`config.mk`:
```
export PLATFORM = sky130hd
export DESIGN_NAME = thm_limit_monitor
export DESIGN_NICKNAME = d
export VERILOG_FILES = /design/src/rtl/thm_pkg.sv /design/src/rtl/thm_flag.sv /design/src/rtl/thm_alarm.sv /design/src/rtl/thm_limit_monitor.sv
export SDC_FILE = /design/constraint.sdc
export NUM_CORES = 1
export LEC_CHECK = 0
export BUFFER_PORTS_ARGS = -buffer_cell sky130_fd_sc_hd__buf_2
export CAP_MARGIN = 0
export CORE_UTILIZATION = 30
export CTS_CLUSTER_DIAMETER = 30
export DETAILED_ROUTE_END_ITERATION = 10
export GPL_ROUTABILITY_DRIVEN = 1
export HOLD_SLACK_MARGIN = 0.06
export SETUP_SLACK_MARGIN = 0.4
export SYNTH_ARGS = -nofsm -noshare
export SYNTH_HDL_FRONTEND = slang
export SYNTH_HIERARCHICAL = 1
export SYNTH_SLANG_ARGS = --single-unit
```
`constraint.sdc`:
```
create_clock -name clk -period 9.2 [get_ports clk]
set_clock_uncertainty 0.1 [all_clocks]
set_input_delay 0.92 -clock clk [delete_from_list [all_inputs] [get_ports clk]]
set_output_delay 0.92 -clock clk [all_outputs]
set_load 0.005 [all_outputs]
```
`src/rtl/thm_pkg.sv`:
```
package thm_pkg;

  localparam int NUM_FLAGS = 3;
  localparam int FLG_CRIT  = 0;
  localparam int FLG_HIGH  = 1;
  localparam int FLG_LOW   = 2;
  localparam int HYST_W    = 5;

  typedef struct packed {
    logic en;
    logic crit_only;
    logic irq_mode;
    logic shdn;
    logic clr;
  } alarm_ctrl_t;

  // quarter-degree counts for each hysteresis code
  function automatic logic [HYST_W-1:0] hyst_counts(input logic [1:0] sel);
    case (sel)
      2'd1:    hyst_counts = HYST_W'(6);
      2'd2:    hyst_counts = HYST_W'(12);
      2'd3:    hyst_counts = HYST_W'(24);
      default: hyst_counts = '0;
    endcase
  endfunction

endpackage

```
`src/rtl/thm_flag.sv`:
```
module thm_flag #(
  parameter int EXT_W    = 14,
  parameter bit IS_LOWER = 1'b0
) (
  input  logic                    clk,
  input  logic                    rst,
  input  logic                    upd_i,
  input  logic signed [EXT_W-1:0] temp_x_i,
  input  logic signed [EXT_W-1:0] lim_x_i,
  input  logic signed [EXT_W-1:0] hyst_x_i,
  output logic                    flag_o,
  output logic                    rise_o
);

  logic signed [EXT_W-1:0] inner_lim;
  logic flag_q, prev_q, set_c, rel_c, flag_d;

  // lower threshold of the band, wide enough not to wrap
  assign inner_lim = lim_x_i - hyst_x_i;

  generate
    if (IS_LOWER) begin : g_lower
      assign set_c = temp_x_i < inner_lim;
      assign rel_c = temp_x_i >= lim_x_i;
    end else begin : g_upper
      assign set_c = temp_x_i > lim_x_i;
      assign rel_c = temp_x_i <= inner_lim;
    end
  endgenerate

  assign flag_d = flag_q ? ~rel_c : set_c;

  always_ff @(posedge clk) begin
    if (rst) begin
      flag_q <= 1'b0;
      prev_q <= 1'b0;
    end else begin
      prev_q <= flag_q;
      if (upd_i) flag_q <= flag_d;
    end
  end

  assign flag_o = flag_q;
  assign rise_o = flag_q & ~prev_q;

endmodule

```
`src/rtl/thm_alarm.sv`:
```
module thm_alarm #(
  parameter int NF    = thm_pkg::NUM_FLAGS,
  parameter int CRIT  = thm_pkg::FLG_CRIT
) (
  input  logic                  clk,
  input  logic                  rst,
  input  logic [NF-1:0]         flags_i,
  input  logic [NF-1:0]         rises_i,
  input  thm_pkg::alarm_ctrl_t  ctrl_i,
  output logic                  evt_o
);

  localparam logic [NF-1:0] CRIT_MASK = NF'(1) << CRIT;

  logic [NF-1:0] elig_mask;
  logic          level_c, fresh_c, evt_q;

  assign elig_mask = ctrl_i.crit_only ? CRIT_MASK : {NF{1'b1}};
  assign level_c   = |(flags_i & elig_mask);
  assign fresh_c   = (|(rises_i & elig_mask)) & ~ctrl_i.shdn;

  always_ff @(posedge clk) begin
    if (rst)                  evt_q <= 1'b0;
    else if (!ctrl_i.en)      evt_q <= 1'b0;
    else if (!ctrl_i.irq_mode) evt_q <= level_c;
    else if (fresh_c)         evt_q <= 1'b1;
    else if (ctrl_i.clr)      evt_q <= 1'b0;
  end

  assign evt_o = evt_q;

endmodule

```
`src/rtl/thm_limit_monitor.sv`:
```
module thm_limit_monitor #(
  parameter int LIM_W  = 11,
  parameter int FINE_W = 2
) (
  input  logic                    clk,
  input  logic                    rst,
  input  logic [LIM_W+FINE_W-1:0] temp_i,
  input  logic                    temp_vld_i,
  input  logic [LIM_W-1:0]        crit_lim_i,
  input  logic [LIM_W-1:0]        high_lim_i,
  input  logic [LIM_W-1:0]        low_lim_i,
  input  logic [1:0]              hyst_sel_i,
  input  logic                    alarm_en_i,
  input  logic                    crit_only_i,
  input  logic                    alarm_pol_i,
  input  logic                    irq_mode_i,
  input  logic                    shdn_i,
  input  logic                    clr_i,
  output logic                    crit_o,
  output logic                    high_o,
  output logic                    low_o,
  output logic                    alarm_pin_o,
  output logic                    evt_o
);

  localparam int TEMP_W = LIM_W + FINE_W;
  localparam int EXT_W  = LIM_W + 3;
  localparam int NF     = thm_pkg::NUM_FLAGS;

  logic signed [EXT_W-1:0] temp_x, hyst_x;
  logic signed [EXT_W-1:0] lim_x [NF];
  logic [NF-1:0]           flags, rises;
  logic                    upd;
  logic                    unused_fine;
  thm_pkg::alarm_ctrl_t    ctrl;

  // fraction bits below 0.25 degC are dropped
  assign unused_fine = ^temp_i[FINE_W-1:0];
  assign temp_x = EXT_W'($signed(temp_i[TEMP_W-1:FINE_W]));
  assign hyst_x = EXT_W'(thm_pkg::hyst_counts(hyst_sel_i));

  assign lim_x[thm_pkg::FLG_CRIT] = EXT_W'($signed(crit_lim_i));
  assign lim_x[thm_pkg::FLG_HIGH] = EXT_W'($signed(high_lim_i));
  assign lim_x[thm_pkg::FLG_LOW]  = EXT_W'($signed(low_lim_i));

  assign upd = temp_vld_i & ~shdn_i;

  generate
    for (genvar g = 0; g < NF; g++) begin : g_flag
      thm_flag #(
        .EXT_W   (EXT_W),
        .IS_LOWER(g == thm_pkg::FLG_LOW)
      ) u_flag (
        .clk     (clk),
        .rst     (rst),
        .upd_i   (upd),
        .temp_x_i(temp_x),
        .lim_x_i (lim_x[g]),
        .hyst_x_i(hyst_x),
        .flag_o  (flags[g]),
        .rise_o  (rises[g])
      );
    end
  endgenerate

  assign ctrl.en        = alarm_en_i;
  assign ctrl.crit_only = crit_only_i;
  assign ctrl.irq_mode  = irq_mode_i;
  assign ctrl.shdn      = shdn_i;
  assign ctrl.clr       = clr_i;

  thm_alarm #(
    .NF  (NF),
    .CRIT(thm_pkg::FLG_CRIT)
  ) u_alarm (
    .clk    (clk),
    .rst    (rst),
    .flags_i(flags),
    .rises_i(rises),
    .ctrl_i (ctrl),
    .evt_o  (evt_o)
  );

  assign crit_o      = flags[thm_pkg::FLG_CRIT];
  assign high_o      = flags[thm_pkg::FLG_HIGH];
  assign low_o       = flags[thm_pkg::FLG_LOW];
  assign alarm_pin_o = evt_o ? alarm_pol_i : ~alarm_pol_i;

endmodule

```
== Word level (Yosys, flattened, before mapping) ==
Cells that the tools add are included.

* Input bits: 57
* Bits in registers: 7
* Word-level logic and storage cells: 48

* Reductions and logical operators: 3
* $lt $le $gt $ge: 6
* Add/subtract/negate cells: 3
* Mux-type cells: 9
* Equal/unequal tests: 4
* Bitwise logic cells: 16

{| class="wikitable"
|+ Operators with widths
! cell !! number
|-
| 11-bit by 6-bit subtractor with 12-bit output || 3
|-
| 11-bit by 12-bit less-or-equal comparator with 1-bit output || 2
|-
| 11-bit > comparator || 2
|-
| 5-bit case mux with 3 select lines || 1
|-
| 11-bit by 12-bit < comparator with 1-bit output || 1
|-
| 11-bit >= comparator || 1
|-
| 1-bit NOT || 9
|-
| 1-bit 2-to-1 mux || 7
|-
| 3-bit AND || 2
|-
| 3-bit OR reduction || 2
|-
| 1-bit AND || 5
|-
| 2-bit == test, second input constant || 2
|-
| 3-bit 2-to-1 mux || 1
|-
| 3-bit by 1-bit != test with 1-bit output, second input constant || 1
|-
| 2-bit by 1-bit == test with 1-bit output, second input constant || 1
|-
| 2-bit OR reduction || 1
|}

== Longest topological paths before layout ==
Gate-level depths: netlist of run 1.

* Word-level depth: 7
* Mapped depth: 18
* Depth with buffers taken out: 18

== Modules after synthesis ==
The synthesis of run 1 kept the hierarchy.

{| class="wikitable"
|+ By module, submodules not included
! module !! times used !! area an instance (µm²) !! cells each
|-
| thm_flag at g_flag[0].u_flag || 1 || 1428.9 || 191
|-
| thm_flag at g_flag[2].u_flag || 1 || 1393.8 || 185
|-
| thm_flag at g_flag[1].u_flag || 1 || 1386.3 || 182
|-
| thm_limit_monitor || 1 || 86.3 || 10
|-
| thm_alarm || 1 || 68.8 || 9
|}

== Least setup slack after synthesis of run 1 ==
OpenSTA, ideal clock, no wires.

* Kind: in2reg
* Start: input hyst_sel_i[0]
* End: register g_flag[1].u_flag.flag_q
* Path buffers: 0
* Cell stages on the path: 18
* Slack: 5.340 ns
* Arrival time: 3.634 ns
* Cell sequence: inv_1 -> ha_1 -> o21ba_1 -> inv_1 -> ha_1 -> and3_1 -> a21oi_2 -> nand2_1 -> o211a_1 -> or2_1 -> xnor2_1 -> ha_1 -> o21ai_0 -> nor2_1 -> o31ai_1 -> o211ai_1 -> mux2i_1 -> o21ai_0

* Longest elaborated chain between the ends: 6
* Elaborated cells between the ends (all ways): 8
* Classes of those cells: 1 x add/sub; 1 x order compare; 3 x eq/ne; 2 x mux; 1 x bitwise

{| class="wikitable"
|+ RTL lines
! element !! line !! source
|-
| start, declared || thm_limit_monitor.sv:12 || <nowiki>input logic [1:0] hyst_sel_i,</nowiki>
|-
| 2-bit == test or 2-bit by 1-bit == test with 1-bit output (tied branches) || thm_pkg.sv:19 || <nowiki>case (sel)</nowiki>
|-
| 5-bit case mux with 3 select lines * || thm_pkg.sv:19 ||
|-
| via hyst_x[3] || thm_limit_monitor.sv:30 || <nowiki>logic signed [EXT_W-1:0] temp_x, hyst_x;</nowiki>
|-
| 11-bit by 6-bit subtractor with 12-bit output * || thm_flag.sv:19 || <nowiki>assign inner_lim = lim_x_i - hyst_x_i;</nowiki>
|-
| 11-bit by 12-bit less-or-equal comparator with 1-bit output * || thm_flag.sv:27 || <nowiki>assign rel_c = temp_x_i <= inner_lim;</nowiki>
|-
| 1-bit NOT * || thm_flag.sv:31 || <nowiki>assign flag_d = flag_q ? ~rel_c : set_c;</nowiki>
|-
| 1-bit 2-to-1 mux * || thm_flag.sv:31 ||
|-
| end signal, assigned || thm_flag.sv:39 || <nowiki>if (upd_i) flag_q <= flag_d;</nowiki>
|-
| end, declared || thm_flag.sv:16 || <nowiki>logic flag_q, prev_q, set_c, rel_c, flag_d;</nowiki>
|}

Mark *: on every way through the listed nets, which the timed path passes. The rest lies on a longest branch.
A chain may end at the register's enable or synchronous reset.

== Worst setup path after layout of run 1 ==
* Start: input hyst_sel_i[0]
* End: register g_flag[0].u_flag.flag_q

* Longest elaborated chain between the ends: 6
* Elaborated cells between the ends (all ways): 8
* Classes of those cells: 1 x add/sub; 1 x order compare; 3 x eq/ne; 2 x mux; 1 x bitwise

{| class="wikitable"
|+ RTL lines
! element !! line
|-
| 2-bit == test or 2-bit by 1-bit == test with 1-bit output (tied branches) || thm_pkg.sv:19
|-
| 5-bit case mux with 3 select lines * || thm_pkg.sv:19
|-
| via hyst_x[4] || thm_limit_monitor.sv:30
|-
| 11-bit by 6-bit subtractor with 12-bit output * || thm_flag.sv:19
|-
| 11-bit by 12-bit less-or-equal comparator with 1-bit output * || thm_flag.sv:27
|-
| 1-bit NOT * || thm_flag.sv:31
|-
| 1-bit 2-to-1 mux * || thm_flag.sv:31
|-
| end signal, assigned || thm_flag.sv:39
|-
| end, declared || thm_flag.sv:16
|}

Marks and branches as above.

==> flow_metrics.py, run 1 <==
metrics = {
    "synthesis": {
        "synth_async_sr_flop_share": 0,
        "synthCells": 577,
        "yosysUniqueCellTypes": 67,
        "ys_seq_elements": 7,
        "post_synth_edffs": 0,
        "syn-mean-instance-area_um2": 7.56,
        "ys.flop_type": "sky130_fd_sc_hd__dfxtp_1",
        "syn_area_um2": 4360,
        "yosysWarningCount": 6,
        "sequential_element_share_of_the_synthesized_area": 0.0321,
    },
    "route": {
        "dr_total_vias": 4046,
        "finalWirelength_um": 10500,
        "vias_per_cell": 4.77,
        "post_drt_wl_per_cell_um": 12.4,
        "ant_nets": 0,
        "firstDrtPassIters": 4,
        "drcViolationCount": 0,
        "dr.first_iter.drc_count": 124,
    },
    "grt": {
        "grt_antenna_before_repair": 0,
        "grt_usage": 0.146,
        "number_of_global_route_vias_before_repair": 3720,
        "grt_first_pass_wirelength_um": 17500,
        "grt_start_max_net_pins": 25,
        "overflow": 0,
    },
    "clock_tree": {
        "ctsRootBufferMaster": "sky130_fd_sc_hd__clkbuf_16",
        "clock_latency_ps": 230,
        "numCtsBuffers": 3,
        "post_cts_buffers": 0,
        "clkTransAtPathRegs_ps": 40,
        "clock_tree_from_tritoncts": "yes",
        "htreeDepth": 1,
        "holdBufCountCts": 0,
        "cts.repair.resized": 0,
        "cts_num_sinks": 7,
        "cts.path.max_buffers": 2,
    },
    "setup_path": {
        "crit_family": "compound AO/OA/AOI/OAI gates",
        "timing.critical_path.slowest_stage_cell": "sky130_fd_sc_hd__o31ai_2",
        "critPathLaunchType": "input port",
        "critical-path-max-stage-delay_ps": 430,
        "critical_path.n_buffers_inverters": 2,
        "worstPathRequired_ps": 9200,
        "cp_common_cell": "sky130_fd_sc_hd__ha_1",
        "crit_type": "input port to flip-flop",
        "worst_ep_arrival_time_ps": 4310,
        "worstSetupEndpointType": "flip-flop",
        "path_max_fanout": 5,
        "cp_cell_sequence": "buf_2 > ha_1 > o21ba_1 > inv_1 > ha_1 > o31ai_2 > a211oi_1 > nor4b_1 > nor3b_1 > ha_1 > nand4_1 > nor3_1 > a21boi_0 > nor3_1 > o221ai_1",
    },
    "timing": {
        "finalWorstSetupSlack_ps": 4890,
        "slew_headroom": 0.559,
        "fin_crit_sh": 0.468,
        "finalCriticalPeriod_ps": 4310,
        "final_hold_viol_count": 0,
        "final_max_slew_viol_count": 0,
        "setup_total_negative_slack_ps": 0,
        "final-setup-viol-count": 0,
        "worst_slew_pin_slew_ps": 660,
        "setup_repair_after_global_routing_missed_its_margin": "false",
        "fmax_ghz": 0.232,
    },
    "cells_and_area": {
        "layout-area-overhead-vs-synth_pct": 16.1,
        "finalInstanceArea_um2": 5070,
        "post_route_cells_drive_above_1_share": 0.121,
        "register_area_um2": 140,
        "n_fill_cell": 1494,
        "diodes": 0,
        "postLayoutCoreUtil": 0.361,
        "layout.nets": 855,
        "multi_input_comb_area_um2": 3950,
    },
    "power_and_ir_drop": {
        "power-per-cell-area_nw_per_um2": 87.0,
        "ir_worst_vdd_uv": 46.8,
        "p_leak_nw": 2.63,
        "fin_total_pwr_uw": 441,
    },
    "floorplan": {
        "die_height_um": 123,
        "placement_rows": 43,
        "overall_die_area_um2": 15000,
        "core_area_um2": 14000,
        "die_w_um": 123,
        "top_level_ports": 62,
        "initial_utilization": 0.311,
    },
    "place": {
        "placedInstanceArea_um2": 4990,
        "finalWeightedCongestion": 0.822,
        "post-place-ws_ps": 4650,
        "dp.final_hpwl_um": 9040,
        "io_buffers": 59,
    },
    "worst_hold_path": {
        "hold_class": "flip-flop to flip-flop",
    },
    "run_status": {
        "outcome": "finished clean",
    },
    "run": {
        "timing.max_cap.violations": 0,
    },
}
-- per-layer routing --
metal / share of wire / wire length (µm) / GRT usage
met1: 0.51 / 5380 / 0.202
met2: 0.46 / 4780 / 0.258
met3: 0.028 / 291 / 0.00790
met4: 0.0033 / 35 / 0.00838
met5: 0 / 0 / 0
-- layout by cell type (no fill, tap or decap), types with 6 or more instances in the layout --
cell,instances
sky130_fd_sc_hd__nand2_1,22
sky130_fd_sc_hd__a21oi_1,33
sky130_fd_sc_hd__a21o_1,17
sky130_fd_sc_hd__o21ai_0,22
sky130_fd_sc_hd__nor3_1,16
sky130_fd_sc_hd__and3_1,6
sky130_fd_sc_hd__nand2b_1,13
sky130_fd_sc_hd__nor2b_1,12
sky130_fd_sc_hd__xnor2_1,16
sky130_fd_sc_hd__dfxtp_1,7
sky130_fd_sc_hd__nand4_1,13
sky130_fd_sc_hd__buf_2,59
sky130_fd_sc_hd__a211oi_1,7
sky130_fd_sc_hd__o21a_1,8
sky130_fd_sc_hd__conb_1,30
sky130_fd_sc_hd__inv_1,102
sky130_fd_sc_hd__nor2_1,34
sky130_fd_sc_hd__xor2_1,16
sky130_fd_sc_hd__o21ai_1,6
sky130_fd_sc_hd__ha_1,126
sky130_fd_sc_hd__nand3_1,12
-- synth_stat cells, types with 3 or more instances --
cell	number	area share
sky130_fd_sc_hd__nor3b_1	3	0.0052
sky130_fd_sc_hd__nor2b_1	12	0.017
sky130_fd_sc_hd__o21ai_0	22	0.025
sky130_fd_sc_hd__nor2b_4	3	0.0095
sky130_fd_sc_hd__nor3_1	16	0.018
sky130_fd_sc_hd__nand2b_1	13	0.019
sky130_fd_sc_hd__a21boi_0	3	0.0052
sky130_fd_sc_hd__xor2_1	16	0.032
sky130_fd_sc_hd__a211o_1	3	0.0060
sky130_fd_sc_hd__nand4_1	13	0.019
sky130_fd_sc_hd__ha_1	126	0.36
sky130_fd_sc_hd__o21ai_1	6	0.0069
sky130_fd_sc_hd__nor4b_1	4	0.0080
sky130_fd_sc_hd__a211oi_1	7	0.012
sky130_fd_sc_hd__nor2_1	34	0.029
sky130_fd_sc_hd__a21oi_1	33	0.038
sky130_fd_sc_hd__fa_1	3	0.014
sky130_fd_sc_hd__nand2_1	22	0.019
sky130_fd_sc_hd__a21o_1	17	0.029
sky130_fd_sc_hd__dfxtp_1	7	0.032
sky130_fd_sc_hd__o31ai_2	3	0.0086
sky130_fd_sc_hd__a31oi_1	5	0.0072
sky130_fd_sc_hd__inv_1	102	0.088
sky130_fd_sc_hd__nand3_1	12	0.014
sky130_fd_sc_hd__and3_1	6	0.0086
sky130_fd_sc_hd__o2111ai_1	5	0.010
sky130_fd_sc_hd__o211ai_1	3	0.0052
sky130_fd_sc_hd__o221ai_1	3	0.0060
sky130_fd_sc_hd__o21a_1	8	0.014
sky130_fd_sc_hd__xnor2_1	16	0.032
-- final timing paths --
| kind | startpoint | endpoint | slack (ps) | depth (start not counted) |
|---|---|---|---|---|
| max | hyst_sel_i[0] | g_flag[0].u_flag/flag_o$_SDFFE_PP0P_ | 4890 | 15 |
| min | g_flag[2].u_flag/flag_o$_SDFFE_PP0P_ | g_flag[2].u_flag/prev_q$_SDFF_PP0_ | 430 | 2 |
| max reg2reg | g_flag[0].u_flag/flag_o$_SDFFE_PP0P_ | g_flag[0].u_flag/flag_o$_SDFFE_PP0P_ | 7720 | 5 |
| min reg2reg | g_flag[2].u_flag/flag_o$_SDFFE_PP0P_ | g_flag[2].u_flag/prev_q$_SDFF_PP0_ | 430 | 2 |
-- kinds of logic after synthesis --
kind of cell,synth area share
fa+ha+maj,0.375
compound gates,0.238
other cells,0.000859
simple gates,0.194
mux,0.00717
buf+inv,0.0889
xor+xnor,0.0642
flops,0.0321
-- area by class of cell --
type / instances / share of cell area
Clock buffer: 3 / 0.0148
Multi-Input combinational cell: 496 / 0.778
Tap cell: 180 / 0.0444
Timing Repair Buffer: 59 / 0.0583
Inverter: 102 / 0.0755
Clock inverter: 1 / 0.000987
Sequential cell: 7 / 0.0276
-- flip-flops by register name (all words and copies together), names as in the netlist --
name                  count
g_flag.u_flag/prev_q      3
u_alarm/evt_o             1
g_flag.u_flag/flag_o      3
-- power breakdown --
group	internal (mW)	leakage (nW)	switching [mW]	total (mW)
Sequential	0.0349	0.0573	0.00353	0.0384
Clock	0.0570	0.0409	0.0170	0.0741
Combinational	0.150	2.53	0.179	0.329
Total	0.242	2.63	0.199	0.441
-- worst min-delay path, cell delays in order, from the launching register on --
cell,delay [ps]
sky130_fd_sc_hd__dfxtp_1,310
sky130_fd_sc_hd__inv_1,110
sky130_fd_sc_hd__nor2_1,60
-- stage by stage --
stage,hold WS [ps],instances
floorplan,392,606
global placement,420,844
detailed placement,419,844
CTS,424,848
global route,490,848
finish,429,848
(Power assumes the default switching activity.)
==> inputs of run 2 (changes only) <==
Clock period 9.2 ns to 3.52 ns, I/O delays scaled along.
==> run 2 against run 1 <==
First-iteration DRC count increased by 31%. Sequential cell count unchanged. Critical path depth increased by 4. Largest cell class unchanged.
==> flow_metrics.py, run 2 (synthesis results as in run 1) <==
metrics = {
    "run_status": {
        "outcome": "finished clean",
    },
    "setup_path": {
        "worstSetupEndpointType": "flip-flop",
        "path_max_fanout": 3,
        "timing.critical_path.slowest_stage_cell": "sky130_fd_sc_hd__ha_1",
        "worstPathRequired_ps": 3540,
        "worst_ep_arrival_time_ps": 3240,
        "crit_type": "input port to flip-flop",
        "critical-path-max-stage-delay_ps": 270,
        "cp_cell_sequence": "buf_8 > inv_4 > ha_2 > o21ba_4 > inv_2 > ha_4 > and3_4 > a21oi_2 > nand2_1 > o211a_1 > or2_1 > xnor2_1 > ha_1 > o21ai_1 > nor2_1 > o31ai_1 > o211ai_1 > mux2i_1 > o21ai_1",
        "critPathLaunchType": "input port",
        "cp_common_cell": "sky130_fd_sc_hd__o21ai_1",
    },
    "place": {
        "finalWeightedCongestion": 0.808,
        "placed_cells": 866,
        "dp.final_hpwl_um": 9390,
        "post-place-ws_ps": -134,
        "io_buffers": 59,
    },
    "cells_and_area": {
        "n_fill_cell": 1440,
        "layout.cells.most_common": "sky130_fd_sc_hd__ha_1",
        "layout.nets": 890,
        "layoutNonFillerInstCount": 883,
        "mostFrequentLayoutCells": "115 x sky130_fd_sc_hd__ha_1, 97 x sky130_fd_sc_hd__inv_1, 57 x sky130_fd_sc_hd__buf_2",
        "post_route_cells_drive_above_1_share": 0.232,
        "diodes": 0,
        "layout-area-overhead-vs-synth_pct": 30.9,
    },
    "clock_tree": {
        "ctsRootBufferMaster": "sky130_fd_sc_hd__clkbuf_16",
        "clkTransAtPathRegs_ps": 40,
        "htreeDepth": 1,
        "holdBufCountCts": 0,
        "cts.path.max_buffers": 2,
        "clock_latency_ps": 230,
        "clock_tree_from_tritoncts": "yes",
        "cts_num_sinks": 7,
        "numCtsBuffers": 3,
    },
    "grt": {
        "grt_usage": 0.155,
        "grt_start_max_net_pins": 25,
        "number_of_global_route_vias_before_repair": 3999,
        "grt_antenna_before_repair": 0,
        "grt_first_pass_wirelength_um": 18700,
        "overflow": 0,
    },
    "route": {
        "drcViolationCount": 0,
        "vias_per_cell": 4.82,
        "dr.first_iter.drc_count": 162,
        "finalWirelength_um": 11300,
        "firstDrtPassIters": 6,
        "ant_nets": 0,
        "dr_total_vias": 4259,
        "post_drt_wl_per_cell_um": 12.8,
    },
    "timing": {
        "slew_headroom": 0.645,
        "finalCriticalPeriod_ps": 3220,
        "worst_slew_pin_slew_ps": 532,
        "fmax_ghz": 0.310,
        "final_max_slew_viol_count": 0,
        "finalWorstSetupSlack_ps": 296,
        "final-setup-viol-count": 0,
        "fin_crit_sh": 0.916,
        "holdWs_ps": 286,
        "final_hold_viol_count": 0,
        "setup_repair_after_global_routing_missed_its_margin": "true",
    },
    "floorplan": {
        "overall_die_area_um2": 15000,
        "core_area_um2": 14000,
        "initial_utilization": 0.311,
        "top_level_ports": 62,
        "die_w_um": 123,
        "placement_rows": 43,
        "die_height_um": 123,
    },
    "run": {
        "timing.max_cap.violations": 0,
    },
    "power_and_ir_drop": {
        "power-per-cell-area_nw_per_um2": 235,
        "p_leak_nw": 2.83,
        "ir_worst_vdd_uv": 119,
    },
    "worst_hold_path": {
        "hold_class": "input port to flip-flop",
    },
}
## run 2: changes by cell type in the layout (fill, tap and decap cells not counted), moves of 5 or more
cell | previous run | this run
sky130_fd_sc_hd__ha_1 | 126 | 115
sky130_fd_sc_hd__a21oi_1 | 33 | 28
sky130_fd_sc_hd__buf_4 | 0 | 29
sky130_fd_sc_hd__buf_6 | 0 | 6
sky130_fd_sc_hd__inv_1 | 102 | 97
sky130_fd_sc_hd__ha_4 | 0 | 9
sky130_fd_sc_hd__o21ai_0 | 22 | 16
## run 2: final timing paths
| check | from | depth (start not counted) | slack (ps) | end |
|---|---|---|---|---|
| worst max-delay path | hyst_sel_i[0] | 19 | 300 | g_flag[1].u_flag/flag_o$_SDFFE_PP0P_ |
| worst min-delay path | rst | 2 | 290 | g_flag[2].u_flag/prev_q$_SDFF_PP0_ |
| worst max register to register | g_flag[0].u_flag/flag_o$_SDFFE_PP0P_ | 5 | 2150 | g_flag[0].u_flag/flag_o$_SDFFE_PP0P_ |
| worst min register to register | g_flag[2].u_flag/flag_o$_SDFFE_PP0P_ | 2 | 450 | g_flag[2].u_flag/prev_q$_SDFF_PP0_ |
## run 2: routing by layer
layer | up-vias | global-route usage | routed length [µm]
met5 | - | 0 | 0
met4 | 0 | 0.0114 | 13
met3 | 2 | 0.00976 | 290
met2 | 59 | 0.265 | 5160
met1 | 1900 | 0.219 | 5850
li1 | 2298 | - | -
## run 2: repair_timing
action / in CTS / in global routing
setup buffers: 9 / 4
pin swaps: 36 / 26
endpoints found under the setup margin: 3 / 3
gates resized for setup: 45 / 30
## run 2: through the flow
stage	utilization	total power, mW	cell area [µm²]	setup TNS (ps)
floorplan	-	0.752	4500	0
global placement	0.369	1.01	5180	-185
detailed placement	0.369	1.02	5180	-327
CTS	0.395	1.29	5550	0
global route	0.407	1.49	5710	0
finish	0.407	1.34	5710	0
## run 2: critical path: cells and delay by family
family	cells	cell delay (ps)
AO/OA/AOI/OAI	7	1190
adder cells (fa/ha/maj)	3	650
AND/OR/NAND/NOR	4	510
buffers and inverters	3	200
XOR/XNOR	1	190
multiplexers	1	180
## run 2: cell type report
type | instances | area, µm² | area share
Inverter | 102 | 393 | 0.0688
Sequential cell | 7 | 140 | 0.0245
Clock buffer | 4 | 78.8 | 0.0138
Timing Repair Buffer | 94 | 601 | 0.105
Multi-Input combinational cell | 496 | 4280 | 0.748
Tap cell | 180 | 225 | 0.0394
## run 2: power breakdown
part | leakage, nW | switching, mW | internal [mW] | total, mW
logic | 2.73 | 0.538 | 0.507 | 1.04
clock network | 0.0382 | 0.0443 | 0.151 | 0.195
registers | 0.0573 | 0.00974 | 0.0911 | 0.101
total | 2.83 | 0.592 | 0.749 | 1.34
